File: config.mk
export PLATFORM = sky130hd
export DESIGN_NAME = swd_master
export DESIGN_NICKNAME = d
export VERILOG_FILES = /design/src/rtl/swd_pkg.sv /design/src/rtl/swd_phase_timer.sv /design/src/rtl/swd_presence_sampler.sv /design/src/rtl/swd_seq_ctrl.sv /design/src/rtl/swd_master.sv
export SDC_FILE = /design/constraint.sdc
export NUM_CORES = 1
export LEC_CHECK = 0
export BUFFER_PORTS_ARGS = -buffer_cell sky130_fd_sc_hd__buf_2
export CAP_MARGIN = 0
export CORE_ASPECT_RATIO = 1.5
export CORE_MARGIN = 3
export CORE_UTILIZATION = 40
export CTS_BUF_LIST = sky130_fd_sc_hd__clkbuf_4 sky130_fd_sc_hd__clkbuf_8 sky130_fd_sc_hd__clkbuf_16
export DETAILED_ROUTE_END_ITERATION = 6
export PLACE_DENSITY = 0.63
export REMOVE_ABC_BUFFERS = 1
export SLEW_MARGIN = 20
export SYNTH_ARGS = -nofsm -noshare
export SYNTH_HDL_FRONTEND = slang
export SYNTH_SLANG_ARGS = --single-unit
File: constraint.sdc
create_clock -name clk -period 2.8 [get_ports clk]
set_input_delay 0.42 -clock clk [delete_from_list [all_inputs] [get_ports clk]]
set_output_delay 0.42 -clock clk [all_outputs]
set_load 0.05 [all_outputs]
File: src/rtl/swd_pkg.sv
package swd_pkg;

    typedef enum logic [2:0] {
        ST_IDLE,
        ST_RESET_LOW,
        ST_RECOVER,
        ST_DISCOVER,
        ST_HOLD
    } swd_state_e;

    typedef struct packed {
        logic done;
        logic ready;
    } swd_flags_t;

    function automatic int unsigned max2(input int unsigned a, input int unsigned b);
        return (a > b) ? a : b;
    endfunction

    function automatic int unsigned width_for(input int unsigned value);
        return (value < 2) ? 1 : $clog2(value + 1);
    endfunction

    function automatic bit timing_ok(input int t_reset, input int t_dschg, input int t_rrt,
                                     input int t_drr, input int t_msdr, input int t_htss);
        return (t_reset >= 1) && (t_dschg >= t_reset) && (t_rrt >= 1) &&
               (t_drr >= 1) && (t_msdr >= t_drr) && (t_htss >= 1);
    endfunction

endpackage

File: src/rtl/swd_phase_timer.sv
module swd_phase_timer #(
    parameter int unsigned CNT_W = 8
) (
    input  logic             clk,
    input  logic             rst,
    input  logic             clear_i,
    output logic [CNT_W-1:0] count_o
);
    always_ff @(posedge clk) begin
        if (rst || clear_i) begin
            count_o <= '0;
        end else if (count_o != {CNT_W{1'b1}}) begin
            count_o <= count_o + 1'b1;
        end
    end
endmodule

File: src/rtl/swd_presence_sampler.sv
module swd_presence_sampler (
    input  logic clk,
    input  logic rst,
    input  logic strobe_i,
    input  logic publish_i,
    input  logic bus_i,
    output logic present_o
);
    logic seen_low_q;

    always_ff @(posedge clk) begin
        if (rst) begin
            seen_low_q <= 1'b0;
            present_o  <= 1'b0;
        end else begin
            if (strobe_i) begin
                seen_low_q <= ~bus_i;
            end
            if (publish_i) begin
                present_o <= seen_low_q;
            end
        end
    end
endmodule

File: src/rtl/swd_seq_ctrl.sv
module swd_seq_ctrl
    import swd_pkg::*;
#(
    parameter int unsigned T_RESET = 8,
    parameter int unsigned T_DSCHG = 20,
    parameter int unsigned T_RRT   = 6,
    parameter int unsigned T_DRR   = 3,
    parameter int unsigned T_MSDR  = 5,
    parameter int unsigned T_HTSS  = 4,
    parameter int unsigned CNT_W   = 8
) (
    input  logic             clk,
    input  logic             rst,
    input  logic             start_i,
    input  logic             busy_i,
    input  logic             bus_i,
    input  logic [CNT_W-1:0] count_i,
    output logic             clear_o,
    output logic             strobe_o,
    output logic             finish_o,
    output logic             pull_low_o,
    output swd_flags_t       flags_o
);
    localparam logic [CNT_W-1:0] LAST_SHORT = CNT_W'(T_RESET - 1);
    localparam logic [CNT_W-1:0] LAST_LONG  = CNT_W'(T_DSCHG - 1);
    localparam logic [CNT_W-1:0] LAST_RRT   = CNT_W'(T_RRT - 1);
    localparam logic [CNT_W-1:0] LEN_DRR    = CNT_W'(T_DRR);
    localparam logic [CNT_W-1:0] AT_SAMPLE  = CNT_W'(T_MSDR);
    localparam logic [CNT_W-1:0] LAST_HTSS  = CNT_W'(T_HTSS - 1);

    swd_state_e       state_q, state_d;
    logic             long_q;
    logic [CNT_W-1:0] reset_last;

    assign reset_last = long_q ? LAST_LONG : LAST_SHORT;

    always_comb begin
        state_d = state_q;
        unique case (state_q)
            ST_IDLE:      if (start_i) state_d = ST_RESET_LOW;
            ST_RESET_LOW: if (count_i == reset_last) state_d = ST_RECOVER;
            ST_RECOVER:   if (count_i == LAST_RRT) state_d = ST_DISCOVER;
            ST_DISCOVER:  if (count_i == AT_SAMPLE) state_d = ST_HOLD;
            ST_HOLD:      if (bus_i && count_i == LAST_HTSS) state_d = ST_IDLE;
            default:      state_d = ST_IDLE;
        endcase
    end

    assign clear_o    = (state_d != state_q) || (state_q == ST_HOLD && !bus_i);
    assign strobe_o   = (state_q == ST_DISCOVER) && (count_i == AT_SAMPLE);
    assign finish_o   = (state_q == ST_HOLD) && (state_d == ST_IDLE);
    assign pull_low_o = (state_q == ST_RESET_LOW) ||
                        (state_q == ST_DISCOVER && count_i < LEN_DRR);

    always_ff @(posedge clk) begin
        if (rst) begin
            state_q <= ST_IDLE;
            long_q  <= 1'b0;
            flags_o <= '0;
        end else begin
            state_q       <= state_d;
            flags_o.done  <= finish_o;
            if (state_q == ST_IDLE && start_i) begin
                long_q        <= busy_i;
                flags_o.ready <= 1'b0;
            end else if (finish_o) begin
                flags_o.ready <= 1'b1;
            end
        end
    end
endmodule

File: src/rtl/swd_master.sv
module swd_master
    import swd_pkg::*;
#(
    parameter int unsigned T_RESET = 9600,
    parameter int unsigned T_DSCHG = 15000,
    parameter int unsigned T_RRT   = 800,
    parameter int unsigned T_DRR   = 100,
    parameter int unsigned T_MSDR  = 200,
    parameter int unsigned T_HTSS  = 15000
) (
    input  logic clk,
    input  logic rst,
    input  logic start_i,
    input  logic slave_busy_i,
    input  logic bus_i,
    output logic pull_low_o,
    output logic done_o,
    output logic present_o,
    output logic ready_o
);
    localparam int unsigned LONGEST = max2(max2(max2(T_RESET, T_DSCHG), max2(T_RRT, T_MSDR)),
                                           max2(T_DRR, T_HTSS));
    localparam int unsigned CNT_W   = width_for(LONGEST);

    if (!timing_ok(T_RESET, T_DSCHG, T_RRT, T_DRR, T_MSDR, T_HTSS)) begin : g_bad_timing
        $error("swd_master: timing parameters out of range");
    end

    logic [CNT_W-1:0] count;
    logic             clear, strobe, finish;
    swd_flags_t       flags;

    swd_phase_timer #(.CNT_W(CNT_W)) u_timer (
        .clk     (clk),
        .rst     (rst),
        .clear_i (clear),
        .count_o (count)
    );

    swd_seq_ctrl #(
        .T_RESET (T_RESET),
        .T_DSCHG (T_DSCHG),
        .T_RRT   (T_RRT),
        .T_DRR   (T_DRR),
        .T_MSDR  (T_MSDR),
        .T_HTSS  (T_HTSS),
        .CNT_W   (CNT_W)
    ) u_ctrl (
        .clk        (clk),
        .rst        (rst),
        .start_i    (start_i),
        .busy_i     (slave_busy_i),
        .bus_i      (bus_i),
        .count_i    (count),
        .clear_o    (clear),
        .strobe_o   (strobe),
        .finish_o   (finish),
        .pull_low_o (pull_low_o),
        .flags_o    (flags)
    );

    swd_presence_sampler u_sampler (
        .clk       (clk),
        .rst       (rst),
        .strobe_i  (strobe),
        .publish_i (finish),
        .bus_i     (bus_i),
        .present_o (present_o)
    );

    assign done_o  = flags.done;
    assign ready_o = flags.ready;
endmodule

==> results of run 1 <==
-- area by class of cell --
class | count | area, um2 | share of cell area
clock inverter | 1 | 30.03 | 0.02008
tap | 40 | 50.05 | 0.03347
timing repair buffer | 11 | 62.56 | 0.04184
clock buffer | 3 | 41.29 | 0.02762
sequential | 22 | 440.4 | 0.2946
inverter | 5 | 18.77 | 0.01255
multi-input combinational | 124 | 852.1 | 0.5699
-- routing by layer --
metal  routed length [um]  part of all wire  global-route usage
met1                 1281              0.42              0.2031
met2                 1565              0.51              0.2727
met3                  109             0.036             0.02303
met4                   91             0.030             0.09719
met5                    0                 0                   0
-- kinds of logic after synthesis --
family / Yosys count / synth area share
AOI/OAI and AO/OA: 19 / 0.1051
DFF: 22 / 0.3244
and+or+nand+nor: 88 / 0.4009
buffers and inverters: 15 / 0.04792
adders and majority gates: 3 / 0.02765
xor gates and xnor gates: 10 / 0.06451
muxes: 4 / 0.02949
-- where the power goes --
part	internal [W]	total [W]	switching [W]	leakage, nW
Sequential	0.000317	0.000325	0.00000812	0.178
Combinational	0.0000176	0.0000465	0.0000289	0.283
Clock	0.000191	0.000307	0.000115	0.0357
Total	0.000526	0.000679	0.000152	0.496
-- flip-flops by register name (all words and copies together), names as in the netlist --
signal / count
u_timer.count_o: 14
u_ctrl.state_q: 3
u_ctrl.flags_o: 2
u_ctrl.long_q: 1
u_sampler.present_o: 1
u_sampler.seen_low_q: 1
-- critical path, stage by stage, from the launching register on --
cell     delay (ns)
dfxtp_1        0.39
or3_4          0.42
nor4b_1        0.38
nand3_1        0.13
a21oi_1        0.18
buf_2          0.28
-- how the worst min path moves through the flow --
stage                                                  from                                 to  slack (ns)  cells past startpoint
after floorplan           u_sampler.seen_low_q$_SDFFE_PP0P_  u_sampler.seen_low_q$_SDFFE_PP0P_        0.43                      2
after global placement       u_ctrl.flags_o[0]$_SDFFE_PP0P_     u_ctrl.flags_o[0]$_SDFFE_PP0P_        0.44                      2
after detailed placement     u_ctrl.flags_o[0]$_SDFFE_PP0P_     u_ctrl.flags_o[0]$_SDFFE_PP0P_        0.45                      2
after CTS                                      slave_busy_i         u_ctrl.long_q$_SDFFE_PP0P_        0.38                      3
after global routing                           slave_busy_i         u_ctrl.long_q$_SDFFE_PP0P_        0.41                      3
final                                          slave_busy_i         u_ctrl.long_q$_SDFFE_PP0P_        0.39                      3
-- synth_stat cells, types with 5 or more instances --
library cell,number
dfxtp_1,22
nor2_1,15
nand2_1,12
nor2_2,10
clkbuf_1,7
nand3_1,7
a21oi_1,6
xnor2_1,6
and2_1,5
inv_1,5
nand4bb_1,5
nor3_1,5
nor4_1,5
-- metrics by stage --
| stage | hold WS, ns | power, W | area, um2 | std cells |
|---|---|---|---|---|
| after floorplan | 0.4251 | 0.0003613 | 1311 | 151 |
| after global placement | 0.4382 | 0.0003781 | 1424 | 202 |
| after detailed placement | 0.4460 | 0.0003789 | 1424 | 202 |
| after CTS | 0.3849 | 0.0006843 | 1495 | 206 |
| after global routing | 0.4060 | 0.0007024 | 1495 | 206 |
| final | 0.3871 | 0.0006785 | 1495 | 206 |
==> impl_metrics.csv, run 1 <==
group,metric,value,unit
outcome,status,"completed",
yosys,synthArstFlopShare,0,
timing,fin_setup_tns,0,ns
placed_design,place_congestion,0.8932,
yosys,ys_warn_count,0,
route,drc_errors,0,
timing,setup_viol,0,
power_and_ir_drop,p_per_area,453.8,nW/um2
route,drt-vias-per-instance,5.796,
floorplanning,die-width,53.57,um
yosys,synth-edff-count,0,
grt,antenna_found_initial,0,
yosys,synth_area,1358,um2
clock_network,clockRootBuffer,"clkbuf_8",
timing,clock.fmax,405.5,MHz
power_and_ir_drop,p_leak,0.4963,nW
yosys,yosysTopAreaCellShare,0.3244,
finish,diodes,0,
clock_network,cts.sinks,22,
min_path,min_path_type,"in2reg",
finish,area_growth,10.14,%
setup_path,cp-startpoint,"u_timer.count_o[12]$_SDFFE_PP0P_",
finish,fin_util,0.4686,
yosys,synth.area.top_cells,"dfxtp_1 32%, nor2_2 4.6%, nand4bb_1 4.1%, nor2_1 4.1%, xnor2_1 3.9%",
flow_run,cap_violations,0,
setup_path,cp-endpoint,"pull_low_o",
timing,rsz0062_at_grt,"no",
placed_design,pre_cts_slack,0.6493,ns
finish,fill_cells,322,
clock_network,path_clk_slew,0.08,ns
timing,hold_viol_final,0,
timing,fin_crit_sh,0.8808,
route,routed_wl,3047,um
floorplanning,io_pins,9,
finish,fin_nets,175,
floorplanning,dieArea,4143,um2
timing,setup_slack,0.3336,ns
placed_design,dp_hpwl,2243,um
clock_network,ctsHoldBuffers,0,
yosys,synthCells,161,
grt,globalRouteOverflowTotal,0,
clock_network,post_cts_resized,0,
clock_network,htree_levels,1,
yosys,ys.flop_type,"dfxtp_1",
finish,layout_commonest_cell,"dfxtp_1",
setup_path,reg2reg_slack,0.67,ns
power_and_ir_drop,peakVddDrop,226.6,uV
floorplanning,initial_core_util,0.4255,
clock_network,cts_made_buffers,3,
finish,layout-drive-gt1-share,0.1807,
timing,period_needed,2.466,ns
setup_path,start_kind,"flop",
setup_path,reg2reg_to,"u_timer.count_o[12]$_SDFFE_PP0P_",
route,dr_total_vias,1194,
clock_network,post-cts-setup-buffer-count,0,
route,drt_iter0_drc,60,
route,first_pass_iters,4,
clock_network,clockBufferDepth,2,
route,routedWlPerCell,14.79,um
floorplanning,core,3191,um2
route,ant_nets,0,
placed_design,port_buffers,8,
grt,grt_usage,0.1681,
timing,slew_violations,0,
finish,final_cell_mix,"22 x dfxtp_1, 15 x nor2_1, 12 x nand2_1, 10 x nor2_2, 8 x buf_2",
setup_path,r2r_start,"u_timer.count_o[12]$_SDFFE_PP0P_",
timing,skew,0.002577,ns
yosys,synthDistinctLibCells,44,
floorplanning,die_h,77.35,um
yosys,synth-seq-cells,22,
timing,worst_pin_slew,0.4782,ns
yosys,yosysSeqAreaShare,0.3244,
setup_path,critPathMaxFanout,8,
setup_path,required,2.38,ns
yosys,synth_area_per_cell,8.432,um2
timing,relSlewSlack,0.6783,
floorplanning,core.rowCount,25,
clock_network,clk_latency,0.27,ns
grt,grt_pass1_vias,1097,
setup_path,arrival,2.05,ns
setup_path,crit_path_end_kind,"output pin",
clock_network,cts_tree,"yes",
setup_path,ff2ff_path_depth,6,
setup_path,crit_type,"reg2out",
grt,grt_pass1_wl,5216,um
grt,grt_max_degree,15,
yosys,yosysTopAreaCell,"dfxtp_1",
(Power assumes the default switching activity.)
==> run 2, diff against run 1 <==
--- a/config.mk
+++ b/config.mk
@@ -9,10 +9,11 @@
 export CAP_MARGIN = 0
 export CORE_ASPECT_RATIO = 1.5
 export CORE_MARGIN = 3
-export CORE_UTILIZATION = 40
+export CORE_UTILIZATION = 25
 export CTS_BUF_LIST = sky130_fd_sc_hd__clkbuf_4 sky130_fd_sc_hd__clkbuf_8 sky130_fd_sc_hd__clkbuf_16
 export DETAILED_ROUTE_END_ITERATION = 6
-export PLACE_DENSITY = 0.63
+export PLACE_DENSITY = 0.46
+export RECOVER_POWER = 100
 export REMOVE_ABC_BUFFERS = 1
 export SLEW_MARGIN = 20
 export SYNTH_ARGS = -nofsm -noshare
==> run 2 against run 1 <==
Effect of this change: largest cell class unchanged; register-to-register slack worse by 0.38 ns; global-route usage decreased by 5.5 points; combinational power down 4.9%; clock power shrank 36%; hold slack improved by 0.021 ns; sequential cell count is the same.
==> impl_metrics.csv, run 2 (synthesis gave the netlist of run 1 again) <==
group,metric,value,unit
placed_design,place_congestion,0.7956,
route,drt_iter0_drc,49,
timing,rsz0062_at_grt,"no",
clock_network,clockBufferDepth,2,
route,first_pass_iters,4,
route,routed_wl,3249,um
power_and_ir_drop,p_comb_frac,0.078,
clock_network,cts_made_buffers,3,
timing,slew_violations,0,
placed_design,port_buffers,8,
floorplanning,die_h,96.25,um
setup_path,crit_path_end_kind,"output pin",
route,ant_nets,0,
finish,largest_reg_flops,14,
grt,antenna_found_initial,0,
finish,layout_commonest_cell,"dfxtp_1",
grt,grt_max_degree,15,
power_and_ir_drop,power_frac_clock,0.345,
setup_path,crit_slowest_cell,"or3_1",
power_and_ir_drop,p_sw,0.0001357,W
finish,reg_top3,"u_timer.count_o: 14 flops, u_ctrl.state_q: 3 flops, u_ctrl.flags_o: 2 flops",
clock_network,post-cts-setup-buffer-count,0,
finish,diodes,0,
grt,grt_pass1_vias,1113,
timing,worst_pin_slew,0.8975,ns
floorplanning,io_pins,9,
finish,fill_cells,598,
power_and_ir_drop,p_leak,0.4775,nW
setup_path,crit_type,"reg2out",
setup_path,cp.buffers_inverters,1,
finish,layout-drive-gt1-share,0.1557,
power_and_ir_drop,switching_share,0.2405,
clock_network,ctsHoldBuffers,0,
setup_path,crit_chain,"or3_1 -> nor4b_1 -> nand3_1 -> a21oi_1 -> clkbuf_2",
route,routedWlPerCell,13.83,um
clock_network,path_clk_slew,0.07,ns
timing,clock.fmax,390.3,MHz
power_and_ir_drop,peakVddDrop,130.5,uV
timing,relSlewSlack,0.4002,
timing,fin_crit_sh,0.9151,
grt,grt_pass1_wl,5437,um
finish,regMostFlops,"u_timer.count_o",
clock_network,post_cts_resized,0,
timing,setup_viol,0,
floorplanning,core.rowCount,32,
grt,globalRouteOverflowTotal,0,
finish,final_cell_mix,"22 x dfxtp_1, 15 x nor2_1, 12 x nand2_1, 10 x nor2_2, 7 x nand3_1",
timing,hold_viol_final,0,
finish,fin_util,0.2887,
route,drt-vias-per-instance,4.838,
timing,skew,0.009038,ns
floorplanning,die-width,66.17,um
placed_design,dp_hpwl,2516,um
setup_path,required,2.38,ns
setup_path,start_kind,"flop",
clock_network,htree_levels,1,
setup_path,critPathMaxFanout,8,
setup_path,crit_family,"simple AND/OR/NAND/NOR gates",
clock_network,cts.sinks,22,
floorplanning,dieArea,6368,um2
power_and_ir_drop,p_per_area,375.6,nW/um2
flow_run,cap_violations,0,
clock_network,clockRootBuffer,"clkbuf_8",
timing,period_needed,2.562,ns
min_path,min_path_type,"in2reg",
route,dr_total_vias,1137,
finish,fin_nets,177,
outcome,status,"completed",
finish,final_cell_count_no_fill,235,
finish,regArea,440.4,um2
floorplanning,initial_core_util,0.2608,
grt,grt_usage,0.1129,
timing,fin_setup_tns,0,ns
clock_network,clk_latency,0.26,ns
setup_path,arrival,2.14,ns
clock_network,cts_tree,"yes",
route,drc_errors,0,
power_and_ir_drop,p_seq_frac,0.576,
placed_design,dp.cells,232,
power_and_ir_drop,p_int,0.0004287,W
setup_path,max_stage_delay,0.45,ns
finish,multi_input_area,847.1,um2
finish,area_growth,10.69,%
floorplanning,core,5205,um2
## run 2: cell count changes in the layout (fill, tap and decap cells not counted), sizes merged
cell,delta
buf,-3
clkbuf,+5
bufinv,-1
## run 2: layout make-up
type | count | share of cell area
Multi-Input combinational cell | 124 | 0.5637
Sequential cell | 22 | 0.2931
Tap cell | 68 | 0.05662
Timing Repair Buffer | 13 | 0.04663
Clock buffer | 3 | 0.02748
Inverter | 5 | 0.01249
## run 2: through the flow
| stage | setup WS (ns) | power [W] | cell area [um2] | hold WS [ns] |
|---|---|---|---|---|
| 3_3_place_gp | 0.3545 | 0.0003787 | 1474 | 0.4415 |
| 3_5_place_dp | 0.3507 | 0.0003783 | 1474 | 0.4435 |
| 4_1_cts | 0.2789 | 0.0005812 | 1515 | 0.4063 |
| 6_report | 0.2377 | 0.0005644 | 1503 | 0.4082 |
| 5_1_grt | 0.1491 | 0.0005948 | 1503 | 0.4503 |
| 2_1_floorplan | 0.3762 | 0.0003613 | 1311 | 0.4251 |
## run 2: worst paths after layout
| path | from | end | slack (ns) | depth (start not counted) |
|---|---|---|---|---|
| setup / recovery | u_timer.count_o[12]$_SDFFE_PP0P_ | pull_low_o | 0.24 | 5 |
| hold / removal | slave_busy_i | u_ctrl.long_q$_SDFFE_PP0P_ | 0.41 | 3 |
| setup reg to reg | u_timer.count_o[12]$_SDFFE_PP0P_ | u_timer.count_o[2]$_SDFFE_PP0P_ | 0.29 | 5 |
| hold reg to reg | u_ctrl.flags_o[0]$_SDFFE_PP0P_ | u_ctrl.flags_o[0]$_SDFFE_PP0P_ | 0.46 | 2 |
## run 2: power groups by stage
stage / sequential, W / clock, W / combinational, W
2_1_floorplan: 0.000330 / 0 / 0.0000310
3_3_place_gp: 0.000332 / 0 / 0.0000464
3_5_place_dp: 0.000333 / 0 / 0.0000458
4_1_cts: 0.000325 / 0.000210 / 0.0000462
5_1_grt: 0.000326 / 0.000220 / 0.0000489
6_report: 0.000325 / 0.000195 / 0.0000442
## run 2: routing by layer
metal,routed length (um),global-route usage,up-vias
met1,1396,0.1235,536
met5,0,0,-
met2,1724,0.2113,11
li1,-,-,588
met3,87,0.01752,2
met4,40,0.04576,0
## run 2: worst reg2reg max path: cells and delay by family, from the launching register on
kind               cells  cell delay [ns]
AOI/OAI and AO/OA      2             0.98
and+or+nand+nor        3             1.01
DFF                    1             0.38
==> run 3, diff against run 2 <==
--- a/config.mk
+++ b/config.mk
@@ -12,10 +12,12 @@
 export CORE_UTILIZATION = 25
 export CTS_BUF_LIST = sky130_fd_sc_hd__clkbuf_4 sky130_fd_sc_hd__clkbuf_8 sky130_fd_sc_hd__clkbuf_16
 export DETAILED_ROUTE_END_ITERATION = 6
+export GPL_TIMING_DRIVEN = 0
 export PLACE_DENSITY = 0.46
 export RECOVER_POWER = 100
 export REMOVE_ABC_BUFFERS = 1
 export SLEW_MARGIN = 20
 export SYNTH_ARGS = -nofsm -noshare
 export SYNTH_HDL_FRONTEND = slang
+export SYNTH_HIERARCHICAL = 1
 export SYNTH_SLANG_ARGS = --single-unit
==> run 3 against run 2 <==
Effect of this change: register-to-register slack got worse by 0.07 ns; clock power rose by 3%; sequential power hardly changed; power about the same; worst setup slack got worse by 0.15 ns; core utilization grew 0.32 points; die area decreased by 1.4%; sequential share of layout area grew 0.32 points; largest cell class unchanged.
==> impl_metrics.csv, run 3 <==
group,metric,value,unit
grt,grt_util_met3,0.01179,
yosys,synthDistinctLibCells,49,
setup_path,crit_chain,"or3_1 -> or3_4 -> or4_1 -> a211oi_2 -> buf_6",
setup_path,crit_family,"simple AND/OR/NAND/NOR gates",
finish,regMostFlops,"u_timer/count_o",
power_and_ir_drop,p_leak,0.5078,nW
finish,reg_top3,"u_timer/count_o: 14 flops, u_ctrl/state_q: 3 flops, u_ctrl/flags_o: 2 flops",
setup_path,max_stage_delay,0.51,ns
floorplanning,io_pins,9,
yosys,synth-seq-cells,22,
finish,final_cell_mix,"27 x nor2_1, 19 x dfxtp_1, 9 x nand2_1, 7 x nand3_1, 6 x nand4_1",
timing,fin_crit_sh,0.9687,
grt,globalRouteOverflowTotal,0,
power_and_ir_drop,peakVddDrop,176.4,uV
finish,final_cell_count_no_fill,231,
route,first_pass_iters,4,
finish,layout_commonest_cell,"nor2_1",
grt,grt_pass1_wl,5561,um
placed_design,dpl-instance-area,1420,um2
yosys,yosysMostFrequentCell,"nor2_1",
grt,antenna_found_initial,0,
clock_network,clockBufferDepth,2,
yosys,synthArstFlopShare,0,
setup_path,start_kind,"flop",
yosys,synth_area,1338,um2
route,ant_nets,0,
route,dr_total_vias,1253,
outcome,status,"completed",
timing,setup_slack,0.08752,ns
grt,grt_max_degree,15,
route,drt_iter0_drc,37,
grt,grt_usage,0.1143,
grt,grt-busiest-layer,"met2",
timing,setup_viol,0,
timing,worst_pin_slew,0.6205,ns
finish,final_area,1508,um2
timing,period_needed,2.712,ns
finish,diodes,0,
route,routedWlPerCell,15.02,um
clock_network,htree_levels,1,
setup_path,required,2.38,ns
setup_path,cp-startpoint,"u_timer/count_o[11]$_SDFFE_PP0P_",
yosys,yosysTopAreaCellShare,0.3293,
setup_path,crit_type,"reg2out",
floorplanning,core,5165,um2
clock_network,cts_tree,"yes",
timing,relSlewSlack,0.5881,
floorplanning,die_h,95.59,um
setup_path,cp.buffers_inverters,1,
grt,met1_usage,0.1283,
yosys,synth-edff-count,0,
clock_network,cts_made_buffers,3,
clock_network,path_clk_slew,0.08,ns
placed_design,place_congestion,0.7724,
timing,skew,0.003733,ns
yosys,ys.flop_type,"dfxtp_1",
floorplanning,die-width,65.72,um
placed_design,dp.cells,224,
route,drt-vias-per-instance,5.424,
grt,use_met2,0.2142,
setup_path,critPathMaxFanout,9,
timing,fin_setup_tns,0,ns
clock_network,ctsHoldBuffers,0,
min_path,min_path_type,"in2reg",
yosys,yosysSeqAreaShare,0.3293,
setup_path,r2r_start,"u_timer/count_o[11]$_SDFFE_PP0P_",
setup_path,crit_path_end_kind,"output pin",
yosys,synthCells,156,
floorplanning,initial_core_util,0.2590,
placed_design,port_buffers,8,
route,routed_wl,3469,um
grt,grt_pass1_vias,1148,
clock_network,clk_latency,0.26,ns
placed_design,dp_hpwl,2549,um
yosys,ys_warn_count,6,
timing,clock.fmax,368.7,MHz
setup_path,arrival,2.29,ns
floorplanning,core.rowCount,32,
setup_path,crit_slowest_cell,"or4_1",
power_and_ir_drop,p_per_area,374.2,nW/um2
route,drc_errors,0,
min_path,hp-start,"bus_i",
flow_run,cap_violations,0,
finish,layout-drive-gt1-share,0.1840,
placed_design,pre_cts_slack,-0.2704,ns
finish,largest_reg_flops,14,
finish,area_growth,12.72,%
timing,rsz0062_at_grt,"no",
timing,slew_violations,0,
yosys,yosysTopAreaCell,"dfxtp_1",
clock_network,clockRootBuffer,"clkbuf_8",
finish,fin_nets,171,
timing,hold_viol_final,0,
clock_network,cts.sinks,22,
floorplanning,dieArea,6282,um2
yosys,synth.area.top_cells,"dfxtp_1 33%, nor2_1 7.6%, xnor2_1 3.3%, mux2i_1 3.0%, nand4_1 2.8%",
yosys,synth_area_per_cell,8.574,um2
finish,fin_util,0.2919,
yosys,ys_top_cells_by_count,"27 x nor2_1, 22 x dfxtp_1, 9 x nand2_1",
## run 3: cell families after synthesis
logic type,count (synthesis),synth area share
adders and majority gates,1,0.009353
buffers and inverters,13,0.04584
xor gates and xnor gates,5,0.03274
and+or+nand+nor,82,0.3508
DFF,22,0.3293
AOI/OAI and AO/OA,29,0.2021
muxes,4,0.02994
## run 3: report_power, final
group          switching, W  internal [W]
sequential       0.00000908      0.000316
combinational     0.0000239     0.0000152
clock              0.000104     0.0000962
## run 3: cell type report
cell class	count	area, um2
repair buffers	12	72.57
well taps	68	85.08
multi-input cells	121	843.3
fillers	525	3657
clock buffers	3	41.29
inverters	5	18.77
flip-flops and latches	22	446.7
## run 3: path summary, 6_finish.rpt
kind,end,cells past startpoint,slack [ns]
worst max-delay path,pull_low_o,5,0.09
worst min-delay path,u_sampler/seen_low_q$_SDFFE_PP0P_,2,0.39
worst max register to register,u_timer/count_o[9]$_SDFFE_PP0P_,8,0.22
worst min register to register,u_ctrl/flags_o[0]$_SDFFE_PP0P_,2,0.49
## run 3: metal layers
layer	share of wire	up-vias	wire length (um)
met5	0	-	0
met4	0.022	0	77
met3	0.026	7	91
met2	0.55	33	1915
met1	0.40	604	1385
li1	-	609	-
## run 3: timing repair
item,in CTS,in global routing
buffers inserted,0,4
pin swaps,0,1
resized for setup,5,6
endpoints found under the setup margin,13,5
## run 3: through the flow
| stage | total power [W] | hold WS [ns] |
|---|---|---|
| 2_1_floorplan | 0.0003557 | 0.4645 |
| 3_3_place_gp | 0.0003692 | 0.4557 |
| 3_5_place_dp | 0.0003703 | 0.4717 |
| 4_1_cts | 0.0005703 | 0.3854 |
| 5_1_grt | 0.0005884 | 0.3933 |
| 6_report | 0.0005642 | 0.3904 |
